### src/rtl/pd_seq_pkg.sv
package pd_seq_pkg;

  typedef enum logic [1:0] {
    HS_OFF    = 2'd0,
    HS_INRUSH = 2'd1,
    HS_OPER   = 2'd2
  } hs_state_e;

  typedef enum logic [2:0] {
    CV_IDLE   = 3'd0,
    CV_DISCH  = 3'd1,
    CV_CHARGE = 3'd2,
    CV_SOFT   = 3'd3,
    CV_RUN    = 3'd4,
    CV_TOPUP  = 3'd5
  } cv_state_e;

  typedef struct packed {
    logic start_en;
    logic ss_dis;
    logic ss_chg;
    logic sw_en;
  } cv_out_t;

  // Output pattern of each converter state; in idle the startup source
  // follows the hotswap so VCC can charge during inrush.
  function automatic cv_out_t cv_decode(input cv_state_e st, input logic hs_on);
    cv_out_t o;
    o = '0;
    case (st)
      CV_IDLE:   o.start_en = hs_on;
      CV_DISCH:  begin o.start_en = 1'b1; o.ss_dis = 1'b1; end
      CV_CHARGE: begin o.start_en = 1'b1; o.ss_chg = 1'b1; end
      CV_SOFT:   begin o.start_en = 1'b1; o.ss_chg = 1'b1; o.sw_en = 1'b1; end
      CV_RUN:    begin o.ss_chg = 1'b1; o.sw_en = 1'b1; end
      CV_TOPUP:  begin o.start_en = 1'b1; o.ss_chg = 1'b1; o.sw_en = 1'b1; end
      default:   o = '0;
    endcase
    return o;
  endfunction

endpackage

### src/rtl/pd_cycle_timer.sv
module pd_cycle_timer #(
  parameter int LIMIT = 84
) (
  input  logic clk,
  input  logic rst,
  input  logic clr,
  output logic done
);
  localparam int W = (LIMIT < 1) ? 1 : $clog2(LIMIT + 1);
  localparam logic [W-1:0] LIM = W'(LIMIT);

  logic [W-1:0] cnt;

  always_ff @(posedge clk) begin
    if (rst || clr) cnt <= '0;
    else if (cnt != LIM) cnt <= cnt + W'(1);
  end

  assign done = (cnt == LIM);

endmodule

### src/rtl/pd_hotswap_ctl.sv
module pd_hotswap_ctl
  import pd_seq_pkg::*;
#(
  parameter int INRUSH_CYC = 84
) (
  input  logic clk,
  input  logic rst,
  input  logic vin_on,
  input  logic vin_hold,
  input  logic inrush_ok,
  output logic hs_en,
  output logic ilim_oper,
  output logic hs_on,
  output logic hs_inrush,
  output logic inrush_end
);
  hs_state_e st, nxt;
  logic      tmr_done;

  always_comb begin
    nxt = st;
    case (st)
      HS_OFF:    if (vin_on) nxt = HS_INRUSH;
      HS_INRUSH: if (!vin_hold) nxt = HS_OFF;
                 else if (inrush_ok) nxt = HS_OPER;
      HS_OPER:   if (!vin_hold) nxt = HS_OFF;
      default:   nxt = HS_OFF;
    endcase
  end

  always_ff @(posedge clk) begin
    if (rst) begin
      st        <= HS_OFF;
      hs_en     <= 1'b0;
      ilim_oper <= 1'b0;
    end else begin
      st        <= nxt;
      hs_en     <= (nxt != HS_OFF);
      ilim_oper <= (nxt == HS_OPER);
    end
  end

  // Minimum inrush time, counted from the edge the switch closes.
  pd_cycle_timer #(.LIMIT(INRUSH_CYC)) u_inrush_tmr (
    .clk  (clk),
    .rst  (rst),
    .clr  (st == HS_OFF),
    .done (tmr_done)
  );

  assign hs_on      = (st != HS_OFF);
  assign hs_inrush  = (st == HS_INRUSH);
  assign inrush_end = (st == HS_OPER) && tmr_done;

  p_off_below_on_r1: assert property (@(posedge clk) disable iff (rst)
    (!hs_en && !vin_on) |=> !hs_en);

  p_ilim_after_settle_r3: assert property (@(posedge clk) disable iff (rst)
    $rose(ilim_oper) |-> $past(inrush_ok));

  p_hs_off_on_drop_r10: assert property (@(posedge clk) disable iff (rst)
    !vin_hold |=> (!hs_en && !ilim_oper));

endmodule

### src/rtl/pd_conv_ctl.sv
module pd_conv_ctl
  import pd_seq_pkg::*;
#(
  parameter int TOPUP_CYC = 64
) (
  input  logic clk,
  input  logic rst,
  input  logic fb_mode,
  input  logic hs_on,
  input  logic hs_inrush,
  input  logic inrush_end,
  input  logic vcc_rise,
  input  logic vcc_mid,
  input  logic vcc_fall,
  input  logic ss_low,
  input  logic ss_psr,
  input  logic ss_opto,
  input  logic ss_done,
  input  logic line_ok,
  input  logic ss_forced_low,
  input  logic therm_sd,
  output logic start_en,
  output logic ss_dis,
  output logic ss_chg,
  output logic sw_en
);
  localparam int TOPUP_LIM = (TOPUP_CYC < 2) ? 1 : TOPUP_CYC - 1;

  cv_state_e st, nxt;
  cv_out_t   o_nxt;
  logic      stop_req, start_ok, ss_on_thr, topup_done;

  assign ss_on_thr = fb_mode ? ss_opto : ss_psr;
  assign stop_req  = !vcc_fall || hs_inrush || ss_forced_low || therm_sd ||
                     (!hs_on && !line_ok);
  assign start_ok  = inrush_end && vcc_rise && !stop_req;

  always_comb begin
    nxt = st;
    if (st != CV_IDLE && stop_req) begin
      nxt = CV_IDLE;
    end else begin
      case (st)
        CV_IDLE:   if (start_ok) nxt = CV_DISCH;
        CV_DISCH:  if (ss_low) nxt = CV_CHARGE;
        CV_CHARGE: if (ss_on_thr) nxt = CV_SOFT;
        CV_SOFT:   if (ss_done) nxt = CV_RUN;
        CV_RUN:    if (!vcc_mid) nxt = CV_TOPUP;
        CV_TOPUP:  if (topup_done || vcc_rise) nxt = CV_RUN;
        default:   nxt = CV_IDLE;
      endcase
    end
  end

  assign o_nxt = cv_decode(nxt, hs_on);

  always_ff @(posedge clk) begin
    if (rst) begin
      st       <= CV_IDLE;
      start_en <= 1'b0;
      ss_dis   <= 1'b0;
      ss_chg   <= 1'b0;
      sw_en    <= 1'b0;
    end else begin
      st       <= nxt;
      start_en <= o_nxt.start_en;
      ss_dis   <= o_nxt.ss_dis;
      ss_chg   <= o_nxt.ss_chg;
      sw_en    <= o_nxt.sw_en;
    end
  end

  // Light-load top-up length.
  pd_cycle_timer #(.LIMIT(TOPUP_LIM)) u_topup_tmr (
    .clk  (clk),
    .rst  (rst),
    .clr  (st != CV_TOPUP),
    .done (topup_done)
  );

  p_start_gated_r4: assert property (@(posedge clk) disable iff (rst)
    $rose(ss_dis) |-> $past(inrush_end && vcc_rise));

  p_charge_after_dis_r5: assert property (@(posedge clk) disable iff (rst)
    $rose(ss_chg) |-> $past(ss_dis));

  p_mode_thr_r6: assert property (@(posedge clk) disable iff (rst)
    $rose(sw_en) |-> $past(fb_mode ? ss_opto : ss_psr));

  p_vcc_collapse_r8: assert property (@(posedge clk) disable iff (rst)
    (sw_en && !vcc_fall) |=> !sw_en);

  p_thermal_stop_r11: assert property (@(posedge clk) disable iff (rst)
    (therm_sd || ss_forced_low) |=> (!sw_en && !ss_dis));

endmodule

### src/rtl/pd_start_seq.sv
module pd_start_seq #(
  parameter int CLK_HZ    = 25_000_000,
  parameter int INRUSH_MS = 84,
  parameter int TOPUP_CYC = 64
) (
  input  logic clk,
  input  logic rst,
  input  logic fb_mode,
  input  logic vin_on,
  input  logic vin_hold,
  input  logic inrush_ok,
  input  logic vcc_rise,
  input  logic vcc_mid,
  input  logic vcc_fall,
  input  logic ss_low,
  input  logic ss_psr,
  input  logic ss_opto,
  input  logic ss_done,
  input  logic line_ok,
  input  logic ss_forced_low,
  input  logic therm_sd,
  output logic hs_en,
  output logic ilim_oper,
  output logic start_en,
  output logic ss_dis,
  output logic ss_chg,
  output logic sw_en
);
  localparam int INRUSH_CYC = (CLK_HZ / 1000) * INRUSH_MS;

  logic hs_on, hs_inrush, inrush_end;

  pd_hotswap_ctl #(.INRUSH_CYC(INRUSH_CYC)) u_hs (
    .clk        (clk),
    .rst        (rst),
    .vin_on     (vin_on),
    .vin_hold   (vin_hold),
    .inrush_ok  (inrush_ok),
    .hs_en      (hs_en),
    .ilim_oper  (ilim_oper),
    .hs_on      (hs_on),
    .hs_inrush  (hs_inrush),
    .inrush_end (inrush_end)
  );

  pd_conv_ctl #(.TOPUP_CYC(TOPUP_CYC)) u_cv (
    .clk           (clk),
    .rst           (rst),
    .fb_mode       (fb_mode),
    .hs_on         (hs_on),
    .hs_inrush     (hs_inrush),
    .inrush_end    (inrush_end),
    .vcc_rise      (vcc_rise),
    .vcc_mid       (vcc_mid),
    .vcc_fall      (vcc_fall),
    .ss_low        (ss_low),
    .ss_psr        (ss_psr),
    .ss_opto       (ss_opto),
    .ss_done       (ss_done),
    .line_ok       (line_ok),
    .ss_forced_low (ss_forced_low),
    .therm_sd      (therm_sd),
    .start_en      (start_en),
    .ss_dis        (ss_dis),
    .ss_chg        (ss_chg),
    .sw_en         (sw_en)
  );

  p_no_sw_in_inrush_r2: assert property (@(posedge clk) disable iff (rst)
    (hs_en && !ilim_oper) |=> !sw_en);

endmodule

### config.mk
export PLATFORM = sky130hd
export DESIGN_NAME = pd_start_seq
export DESIGN_NICKNAME = d
export VERILOG_FILES = /design/src/rtl/pd_seq_pkg.sv /design/src/rtl/pd_cycle_timer.sv /design/src/rtl/pd_hotswap_ctl.sv /design/src/rtl/pd_conv_ctl.sv /design/src/rtl/pd_start_seq.sv
export SDC_FILE = /design/constraint.sdc
export NUM_CORES = 1
export LEC_CHECK = 0
export BUFFER_PORTS_ARGS = -buffer_cell sky130_fd_sc_hd__buf_4
export CAP_MARGIN = 10
export CORE_MARGIN = 2
export CORE_UTILIZATION = 28
export DETAILED_ROUTE_END_ITERATION = 10
export PLACE_DENSITY = 0.46
export SLEW_MARGIN = 15
export SYNTH_ARGS = -nofsm -noshare
export SYNTH_HDL_FRONTEND = slang
export SYNTH_SLANG_ARGS = --single-unit
### constraint.sdc
create_clock -name clk -period 2.3 [get_ports clk]
set_input_delay 0.46 -clock clk [delete_from_list [all_inputs] [get_ports clk]]
set_output_delay 0.46 -clock clk [all_outputs]
set_load 0.1 [all_outputs]
# Yosys cells after proc, flatten, opt, wreduce, memory -nomap -nowiden
# Cells that the tools add are included.
# totals
reg_bits	39
input_bits	16
# op_classes
mux	18
n_eq_ne	18
addsub	2
n_reduce_logical	25
# op_table
op	count
22-bit by 1-bit adder with 22-bit output (second input constant)	1
22-bit equality test (second input constant)	1
22-bit != test (second input constant)	1
3-bit 2-to-1 mux	7
3-bit case mux with 6 select lines	1
3-bit by 2-bit equality test with 1-bit output (second input constant)	4
3-bit equality test (second input constant)	4
2-bit 2-to-1 mux	4
4-bit OR reduction	2
1-bit logical OR	7
6-bit by 1-bit adder with 6-bit output (second input constant)	1
3-bit by 1-bit equality test with 1-bit output (second input constant)	2
6-bit equality test (second input constant)	1
3-bit zero test	2
6-bit != test (second input constant)	1
2-bit case mux with 3 select lines	1
1-bit logical AND	5
2-bit equality test (second input constant)	2
1-bit zero test	4
1-bit 2-to-1 mux	4
2-bit nonzero test	2
3-bit != test (second input constant)	1
3-bit nonzero test	1
3-bit OR reduction	1
3 further kinds	3

# Longest topological paths before layout
# Gate-level depths: netlist (run 1).
# logic_depth
depth_word	13
mapped_depth	7

# Modules after synthesis
# Synthesis (run 1) repeated with hierarchy kept, for this count alone.
# hier_totals
hier_cells	231
area_unflattened_um2	1999.4
# by_module_without_submodules
module	cells_each	area_per_inst_um2	instances	seq_area_each_um2
pd_cycle_timer at u_hs.u_inrush_tmr	130	1098.6	1	440.4
pd_conv_ctl	51	444.2	1	140.1
pd_cycle_timer at u_cv.u_topup_tmr	31	279.0	1	120.1
pd_hotswap_ctl	19	177.7	1	80.1

# Least setup slack after synthesis (run 1)
# OpenSTA, ideal clock, no wires.
# synth_timing
kind	register to register
start	register u_hs.u_inrush_tmr.cnt[17]
end	register u_cv.start_en
slack_ps	567
required_ps	2204
path_buffers	0
arrival_ps	1637
path_stages_with_launch	5
setup_time_ps	96
path_cell_list	dfxtp_1 or4_4 nor4_4 a41oi_2 o41ai_2
# synth_via
elab_chain_len	10
# synth_rtl
element	line	text
start, declared	pd_cycle_timer.sv:12	logic [W-1:0] cnt;
start signal, assigned	pd_cycle_timer.sv:16	else if (cnt != LIM) cnt <= cnt + W'(1);
22-bit equality test (*)	pd_cycle_timer.sv:19	assign done = (cnt == LIM);
1-bit logical AND (*)	pd_hotswap_ctl.sv:53	assign inrush_end = (st == HS_OPER) && tmr_done;
1-bit logical AND (*) (2 in a row)	pd_conv_ctl.sv:36	assign start_ok = inrush_end && vcc_rise && !stop_req;
3-bit 2-to-1 mux (*)	pd_conv_ctl.sv:44	CV_IDLE: if (start_ok) nxt = CV_DISCH;
3-bit case mux with 6 select lines (*)	pd_conv_ctl.sv:43	case (st)
3-bit 2-to-1 mux (*)	pd_conv_ctl.sv:40	if (st != CV_IDLE && stop_req) begin
3-bit by 1-bit equality test with 1-bit output (tied with other cells)	pd_seq_pkg.sv:30	case (st)
4-bit OR reduction (no source line)	n/a	
1-bit case mux with 2 select lines (*)	pd_seq_pkg.sv:30	
end signal, assigned	pd_conv_ctl.sv:66	start_en <= o_nxt.start_en;
end, declared	pd_conv_ctl.sv:22	output logic start_en,
# Mark *: on every way between the ends. The rest lies on a longest branch, timed or not.
# A chain may end at the register's enable or synchronous reset.

# Worst setup path in the final report (run 1)
# layout_timing
start	register u_cv.u_topup_tmr.cnt[0]
end	register u_cv.start_en
# layout_via
elab_chain_len	8
# layout_rtl
element	line	text
start, declared	pd_cycle_timer.sv:12	
start signal, assigned	pd_cycle_timer.sv:16	
6-bit equality test (*)	pd_cycle_timer.sv:19	
1-bit logical OR (*)	pd_conv_ctl.sv:49	CV_TOPUP: if (topup_done || vcc_rise) nxt = CV_RUN;
3-bit 2-to-1 mux (*)	pd_conv_ctl.sv:49	
3-bit case mux with 6 select lines (*)	pd_conv_ctl.sv:43	
3-bit 2-to-1 mux (*)	pd_conv_ctl.sv:40	
3-bit by 1-bit equality test with 1-bit output (tied with other cells)	pd_seq_pkg.sv:30	
4-bit OR reduction (no source line)	n/a	
1-bit case mux with 2 select lines (*)	pd_seq_pkg.sv:30	
# Marks and branches as above.

==> out/results.txt, run 1 <==
Status = finished clean
Antenna violations before repair = 0
Final wirelength = 3700 um
Placer Congestion = 0.683
Sequential area share after synthesis = 0.425
PortBufs = 21
Final Net Count = 252
Reg clk slew, reported paths = 0.08 ns
# Post-CTS Setup Buffers = 0
Critical path data required time = 2.49 ns
Worst Max-Slew Pin Slew = 0.681 ns
Max-cap violations = 0
Core ar. = 6350 um^2
Total gr overflow = 0
Met2 usage = 0.170
Diode count = 0
Final setup viols = 0
WS Path Type = flop to flop
Setup tns final = 0 ns
Per-cell routed wire length = 11.9 um
Period utilization = 0.793
CTS tree = done
Root buf cell = clkbuf_8
Yosys cell types = 46
Warnings from Yosys = 0
Busiest grt layer = met2
Top FF cell, synth = dfxtp_1
Clock sink count = 39
Fillcell total = 656
Htree depth = 2
Crit path arrival time = 2.02 ns
Vias in the first global route = 1347
Vias per cell = 4.79
Final Hold Vio Count = 0
Core Rows = 29
Number of detailed-route iterations in the first pass = 4
Avg Inst Size Synth = 8.84 um^2
Mapped cell area = 1840 um^2
R2R Setup Slk = 0.48 ns
Fmax = 0.548 GHz
CP Launch Type = flop
Worst hold-check path type = primary input to flop
Post-synthesis async set-or-reset flop share = 0
GRT Util Overall = 0.106
# DRC = 0
Pwr per Cell Area = 558 nW/um^2
Skew-Pair Late Insertion Delay = 0.29 ns
Post-Syn Nets = 227
Crit path max-delay cell type = o311ai_0
Crit-path max FO = 5
Largest stage delay on the critical path = 0.49 ns
Relative slew margins = 0.545
GR Util met3 = 0.0350
Slew Viols, Final = 0
Worst-path cell chain = ha_1 > nand2_1 > nor2_1 > o311ai_0 > a41oi_2 > o41ai_2
Area Overhead vs Synth = 18.0%
Chip width = 85.0 um
Pin count of the biggest net entering global routing = 13
Post-synthesis register bit count = 39
Unrepaired setup endpoints after global routing = false
Post-Synthesis Cells = 208
Post-DP HPWL = 2720 um
Static leakage = 0.000733 uW
CTS max path bufs = 2
Min cycle time layout = 1.82 ns
First-pass GRT wire length = 6070 um
Tot Pwr = 1210 uW
Quantity of gates resized following cts = 0
IO Count = 22
DR vias = 1489
Number of enable flip-flop cells after synthesis = 0
Die footprint = 7230 um^2
Initial Util = 0.289
Die height = 85.0 um
VDD IR max = 236 uV
Layout cells sized above 1 = 0.188
Detail Route Antenna Nets = 0
1st-iter DRT viols = 43
Hold-fix buffers at CTS = 0
Crit path capture type = flop
Clk_skew = 0.0132 ns
Met1 Use GR = 0.126
Num CTS Buffers = 5
report_power, final:
| part | internal, uW | switching (uW) | total, uW |
|---|---|---|---|
| logic | 32.6 | 45.6 | 78.2 |
| registers | 680 | 3.97 | 684 |
| clock network | 213 | 234 | 447 |
flip-flops by register name, indices dropped and copies added (netlist names):
register,cells
u_hs.hs_en,1
u_cv.ss_chg,1
u_cv.sw_en,1
u_cv.st,3
u_cv.start_en,1
u_hs.u_inrush_tmr.cnt,22
u_hs.st,2
u_hs.ilim_oper,1
u_cv.u_topup_tmr.cnt,6
u_cv.ss_dis,1
placed cells by master, fill, tap and decap left out, drive strengths merged, types with 6 or more instances in the layout:
cell / instances
nor2: 38
nor3: 7
nor3b: 6
dfxtp: 39
xor2: 15
xnor2: 7
clkbuf: 7
nand3: 12
buf: 25
nand2: 14
per-layer routing:
metal  vias to the layer above  wire length, um
met1                       673             1770
met5                         -                0
met2                        34             1630
met4                         0               86
li1                        775                -
met3                         7              218
through the flow:
stage,instances,cell area [um^2],hold WS (ns),setup WS [ns],utilization
6_report,311,2170,0.442,0.475,0.341
5_1_grt,311,2170,0.441,0.286,0.341
4_1_cts,311,2170,0.429,0.443,0.341
3_5_place_dp,303,2090,0.501,0.465,0.329
3_3_place_gp,303,2090,0.493,0.468,0.329
2_1_floorplan,208,1840,0.472,0.567,-
path summary, 6_finish.rpt:
path,start,end,cells after the start
min,rst,u_hs.ilim_oper$_SDFF_PP0_,2
min reg2reg,u_hs.u_inrush_tmr.cnt[21]$_SDFFE_PP0P_,u_hs.u_inrush_tmr.cnt[21]$_SDFFE_PP0P_,2
max reg2reg,u_cv.u_topup_tmr.cnt[0]$_SDFFE_PP0N_,u_cv.start_en$_SDFF_PP0_,6
max,u_cv.u_topup_tmr.cnt[0]$_SDFFE_PP0N_,u_cv.start_en$_SDFF_PP0_,6
logic make-up after synthesis:
logic type,after synthesis,share of synthesized area
flops,39,0.425
xor+xnor,22,0.105
mux,3,0.0170
compound gates,25,0.101
simple gates,104,0.303
fa+ha+maj,3,0.0204
buf+inv,12,0.0293
Yosys cell counts (3+ instances only):
cell type,number,area [um^2]
dfxtp_1,39,781
nor2_1,38,143
xor2_1,15,131
nand2_1,14,52.6
nand3_1,12,60.1
nor3_1,7,35.0
xnor2_1,7,61.3
nor3b_1,6,45.0
a21oi_1,5,25.0
clkbuf_1,5,18.8
inv_1,5,18.8
nand4_1,4,25.0
o21ai_0,4,20.0
or2_2,4,25.0
a31oi_1,3,18.8
ha_1,3,37.5
nor2b_1,3,18.8
worst max-delay path, delay by kind of cell, from the launching register on:
kind / cells / cell delay (ns)
adders and majority gates: 1 / 0.25
and+or+nand+nor: 2 / 0.19
DFF: 1 / 0.33
AOI/OAI and AO/OA: 3 / 0.96
area by class of cell:
| cell class | instances | area (um^2) | share of cell area |
|---|---|---|---|
| Inverter | 5 | 18.8 | 0.00866 |
| Multi-Input combinational cell | 157 | 1000 | 0.463 |
| Clock buffer | 7 | 76.3 | 0.0352 |
| Timing Repair Buffer | 25 | 188 | 0.0866 |
| Tap cell | 77 | 96.3 | 0.0444 |
| Sequential cell | 39 | 781 | 0.360 |
| Clock inverter | 1 | 5.00 | 0.00231 |
Note: power is estimated with default switching activity, not from simulation.
==> run 2: changes to the inputs <==
==> constraint.sdc (replaced) <==
create_clock -name clk -period 1.9 [get_ports clk]
set_input_delay 0.38 -clock clk [delete_from_list [all_inputs] [get_ports clk]]
set_output_delay 0.38 -clock clk [all_outputs]
set_load 0.1 [all_outputs]
==> run 2 against run 1 <==
Against the previous run: critical path depth decreased by 2; wire length is 7.9% higher; clock-buffer cell count rose by 1; largest cell class unchanged; non-clock buffer count grew 9; highest routed layer unchanged.
==> out/results.txt, run 2 (synthesized netlist as in run 1, its figures left out) <==
Vias per cell = 4.69
Reg clk slew, reported paths = 0.08 ns
Final Hold Vio Count = 0
Max-cap violations = 0
Worst-path cell chain = or4_4 > nor4_4 > a41oi_2 > o41ai_2
Most frequent cells in the layout = nor2_1 (37), dfxtp_1 (36), buf_4 (34), xor2_1 (15), nand2_1 (14)
Number of detailed-route iterations in the first pass = 4
Chip width = 85.0 um
Detail Route Antenna Nets = 0
Hold-fix buffers at CTS = 0
Logic pwr share = 0.064
Initial Util = 0.289
Worst Max-Slew Pin Slew = 0.515 ns
Net Sw Power = 346 uW
Vias in the first global route = 1457
IO Count = 22
DR vias = 1500
Slew Viols, Final = 0
Period utilization = 0.928
Crit path max-delay cell type = or4_4
Diode count = 0
Clock sink count = 39
Htree depth = 2
# DRC = 0
Antenna violations before repair = 0
Status = finished clean
Top flop regs = u_hs.u_inrush_tmr.cnt (22), u_cv.u_topup_tmr.cnt (6), u_cv.st (3)
Fillcell total = 661
Worst hold-check path type = primary input to flop
Dpl cell area = 2150 um^2
PortBufs = 21
Placer Congestion = 0.714
Final setup viols = 0
Crit-path max FO = 4
Finished Core Util = 0.359
Per-cell routed wire length = 12.5 um
Post-DP HPWL = 2810 um
Biggest register = u_hs.u_inrush_tmr.cnt
Pwr per Cell Area = 676 nW/um^2
Critical path data required time = 2.10 ns
Min cycle time layout = 1.76 ns
WS Path Type = flop to flop
First-pass GRT wire length = 6840 um
Core Rows = 29
Die height = 85.0 um
Final instance area = 2280 um^2
Skew-Pair Late Insertion Delay = 0.29 ns
Area Overhead vs Synth = 24.2%
Layout cells sized above 1 = 0.247
Num CTS Buffers = 5
Relative slew margins = 0.648
Clock share of power = 0.400
1st-iter DRT viols = 61
Fmax = 0.567 GHz
Static leakage = 0.000798 uW
Register share of total power = 0.536
Final Net Count = 261
Max reg flops = 22
Crit path capture type = flop
Switching share of power = 0.225
Final wirelength = 4000 um
Clk_skew = 0.00916 ns
Most common cell after layout, fill and taps aside = nor2_1
Internal Power = 1200 uW
# Post-CTS Setup Buffers = 0
Core ar. = 6350 um^2
Crit path arrival time = 1.96 ns
CTS max path bufs = 2
Root buf cell = clkbuf_8
GRT Util Overall = 0.120
Largest stage delay on the critical path = 0.56 ns
Setup tns final = 0 ns
VDD IR max = 241 uV
Pin count of the biggest net entering global routing = 23
CTS tree = done
Die footprint = 7230 um^2
Total gr overflow = 0
CP Launch Type = flop
## run 2: cell types whose count changed in the layout (fill, tap and decap cells not counted), sizes merged
cell / delta
buf: +9
clkbuf: +1
clkinv: -1
## run 2: power by group through the flow
stage / Combinational [uW] / Sequential (uW) / Clock (uW)
finish: 98.7 / 827 / 617
global route: 106 / 828 / 687
CTS: 99.5 / 827 / 649
detailed placement: 99.4 / 847 / 0
global placement: 99.7 / 847 / 0
floorplan: 31.3 / 872 / 0
## run 2: layout make-up
| class | instances | area [um^2] | area share |
|---|---|---|---|
| clock buffers | 8 | 100 | 0.0439 |
| inverters | 5 | 18.8 | 0.00822 |
| multi-input cells | 157 | 1030 | 0.450 |
| flip-flops and latches | 39 | 785 | 0.344 |
| well taps | 77 | 96.3 | 0.0422 |
| repair buffers | 34 | 255 | 0.112 |
## run 2: path summary, 6_finish.rpt
kind / slack, ns / endpoint / startpoint / cells past startpoint
max: 0.14 / u_cv.start_en$_SDFF_PP0_ / u_hs.u_inrush_tmr.cnt[17]$_SDFFE_PP0P_ / 4
min: 0.36 / u_hs.ilim_oper$_SDFF_PP0_ / rst / 2
max reg2reg: 0.14 / u_cv.start_en$_SDFF_PP0_ / u_hs.u_inrush_tmr.cnt[17]$_SDFFE_PP0P_ / 4
min reg2reg: 0.53 / u_hs.u_inrush_tmr.cnt[21]$_SDFFE_PP0P_ / u_hs.u_inrush_tmr.cnt[21]$_SDFFE_PP0P_ / 2
## run 2: through the flow
step / instances / setup slack (ns) / power (uW) / hold WS (ns)
after floorplan: 208 / 0.167 / 903 / 0.472
after global placement: 312 / 0.129 / 947 / 0.494
after detailed placement: 312 / 0.0935 / 946 / 0.505
after CTS: 320 / 0.0848 / 1580 / 0.341
after global routing: 320 / -0.00327 / 1620 / 0.348
final: 320 / 0.137 / 1540 / 0.357
## run 2: layer usage
layer	global-route usage	share of wire
met1	0.156	0.48
met2	0.180	0.46
met3	0.0370	0.035
met4	0.0606	0.023
met5	0	0
## run 2: worst max-delay path: cells and delay by family, from the launching register on
family / cells / cell delay, ns
AND/OR/NAND/NOR: 2 / 0.77
AO/OA/AOI/OAI: 2 / 0.55
flip-flops: 1 / 0.35
## run 2: repair_timing
item                                    4_1_cts  5_1_grt
hold endpoints to repair                      0        0
resized for setup                             0        8
endpoints found under the setup margin        0        4
==> run 3: changes to the inputs <==
--- a/config.mk
+++ b/config.mk
@@ -8,9 +8,9 @@
 export BUFFER_PORTS_ARGS = -buffer_cell sky130_fd_sc_hd__buf_4
 export CAP_MARGIN = 10
 export CORE_MARGIN = 2
-export CORE_UTILIZATION = 28
+export CORE_UTILIZATION = 55
 export DETAILED_ROUTE_END_ITERATION = 10
-export PLACE_DENSITY = 0.46
+export PLACE_DENSITY = 0.78
 export SLEW_MARGIN = 15
 export SYNTH_ARGS = -nofsm -noshare
 export SYNTH_HDL_FRONTEND = slang
==> run 3 against run 2 <==
Against the previous run: final cell count down 13%; non-clock buffer count down 7; clock skew down 0.0037 ns; register-to-register slack better by 0.02 ns; worst hold slack worse by 0.069 ns; clock-buffer cell count unchanged; sequential share of layout area up 2.2 points; cell area down 6.4%; via count up 1.5%; wire length down 8.2%; highest routed layer unchanged.
==> out/results.txt, run 3 (synthesized netlist as in run 1, its figures left out) <==
Unrepaired setup endpoints after global routing = false
Diode count = 0
Hold Crit Start = rst
Pwr per Cell Area = 656 nW/um^2
DR vias = 1523
Clock sink count = 39
Clk_skew = 0.00546 ns
Vias per cell = 5.44
Logic pwr share = 0.068
Fmax = 0.575 GHz
Core Rows = 20
Initial Util = 0.588
Hold Crit Depth = 2
IO Count = 22
Max-cap violations = 0
Worst Max-Slew Pin Slew = 0.578 ns
Min cycle time layout = 1.74 ns
Final Hold Vio Count = 0
Antenna violations before repair = 0
Reg-to-reg endpoint = u_cv.start_en$_SDFF_PP0_
Setup tns final = 0 ns
Htree depth = 2
Most common cell after layout, fill and taps aside = dfxtp_1
WS Path Type = flop to flop
Switching share of power = 0.228
Core ar. = 3130 um^2
Reg clk slew, reported paths = 0.11 ns
Top flop regs = u_hs.u_inrush_tmr.cnt (22), u_cv.u_topup_tmr.cnt (6), u_cv.st (3)
Static leakage = 0.000742 uW
Internal Power = 1080 uW
Root buf cell = clkbuf_4
Status = finished clean
Final Net Count = 254
Biggest register = u_hs.u_inrush_tmr.cnt
Hold path endpoint = u_hs.ilim_oper$_SDFF_PP0_
Layout cells sized above 1 = 0.203
Relative slew margins = 0.605
Fillcell total = 248
Detail Route Antenna Nets = 0
Vias in the first global route = 1403
Most frequent cells in the layout = dfxtp_1 (39), nor2_1 (38), buf_4 (27), xor2_1 (15), nand2_1 (14)
Net Sw Power = 320 uW
GRT Util Overall = 0.215
Period utilization = 0.916
Final wirelength = 3670 um
Critical path data required time = 2.16 ns
# Post-CTS Setup Buffers = 0
Skew-Pair Late Insertion Delay = 0.35 ns
Max reg flops = 22
Final setup viols = 0
Clock share of power = 0.340
Worst hold-check path type = primary input to flop
Chip width = 61.8 um
Area Overhead vs Synth = 16.2%
Total gr overflow = 0
RR Startpoint = u_hs.u_inrush_tmr.cnt[17]$_SDFFE_PP0P_
Crit path capture type = flop
VDD IR max = 370 uV
Num CTS Buffers = 5
1st-iter DRT viols = 73
Die height = 61.8 um
CTS max path bufs = 2
PortBufs = 21
Crit-path max FO = 4
Placer Congestion = 0.845
Pin count of the biggest net entering global routing = 13
R2R Setup Slk = 0.16 ns
R2R depth = 4
# DRC = 0
Die footprint = 3820 um^2
Crit path max-delay cell type = or4_4
Worst-path cell chain = or4_4 > nor4_4 > a41oi_2 > o41ai_2
Largest stage delay on the critical path = 0.56 ns
Per-cell routed wire length = 13.1 um
CP Launch Type = flop
Slew Viols, Final = 0
Worst hold margin = 0.289 ns
First-pass GRT wire length = 5930 um
Number of detailed-route iterations in the first pass = 4
Register share of total power = 0.592
Crit path arrival time = 2.00 ns
CTS tree = done
Post-DP HPWL = 2700 um
==> run 3: through the flow <==
stage / setup WS, ns / utilization / std cells / total power (uW) / cell area [um^2]
3_5_place_dp: 0.104 / 0.659 / 272 / 943 / 2060
2_1_floorplan: 0.167 / - / 208 / 903 / 1840
3_3_place_gp: 0.189 / 0.659 / 272 / 941 / 2060
6_report: 0.160 / 0.683 / 280 / 1400 / 2140
5_1_grt: 0.00894 / 0.683 / 280 / 1460 / 2140
4_1_cts: 0.0993 / 0.681 / 280 / 1410 / 2130
==> run 3: power groups by stage <==
stage	clock, uW	combinational [uW]	sequential, uW
after floorplan	0	31.3	872
after CTS	489	95.5	829
final	477	95.2	829
after global routing	524	103	831
after detailed placement	0	95.3	848
after global placement	0	93.8	848
==> run 3: per-layer routing <==
metal  vias up  global-route usage  routed length (um)
li1        778                   -                   -
met1       705               0.272                1710
met2        34               0.341                1720
met3         6              0.0704                 175
met4         0              0.0790                  52
met5         -                   0                   0
==> run 3: worst max path at each step <==
stage                                           startpoint                  endpoint  slack (ns)
global placement      u_cv.u_topup_tmr.cnt[0]$_SDFFE_PP0N_  u_cv.start_en$_SDFF_PP0_        0.19
finish              u_hs.u_inrush_tmr.cnt[17]$_SDFFE_PP0P_  u_cv.start_en$_SDFF_PP0_        0.16
detailed placement                                 line_ok  u_cv.start_en$_SDFF_PP0_        0.10
CTS                   u_cv.u_topup_tmr.cnt[0]$_SDFFE_PP0N_  u_cv.start_en$_SDFF_PP0_         0.1
floorplan           u_hs.u_inrush_tmr.cnt[17]$_SDFFE_PP0P_  u_cv.start_en$_SDFF_PP0_        0.17
global route        u_hs.u_inrush_tmr.cnt[11]$_SDFFE_PP0P_  u_cv.start_en$_SDFF_PP0_       0.009
==> run 3: critical path: cells and delay by family, from the launching register on <==
family / cells / cell delay (ns)
flip-flops: 1 / 0.36
AND/OR/NAND/NOR: 2 / 0.75
AO/OA/AOI/OAI: 2 / 0.55
==> run 3: layout make-up <==
type | instances | area [um^2] | area share
clock buffers | 8 | 68.8 | 0.0322
inverters | 5 | 18.8 | 0.00879
multi-input cells | 157 | 1010 | 0.473
flip-flops and latches | 39 | 781 | 0.366
well taps | 44 | 55.1 | 0.0258
repair buffers | 27 | 203 | 0.0949
==> run 3: timing repair <==
item / 4_1_cts / 5_1_grt
gates resized for setup: 0 / 2
hold buffers: 0 / 0
hold endpoints to repair: 0 / 0
endpoints found under the setup margin: 0 / 3
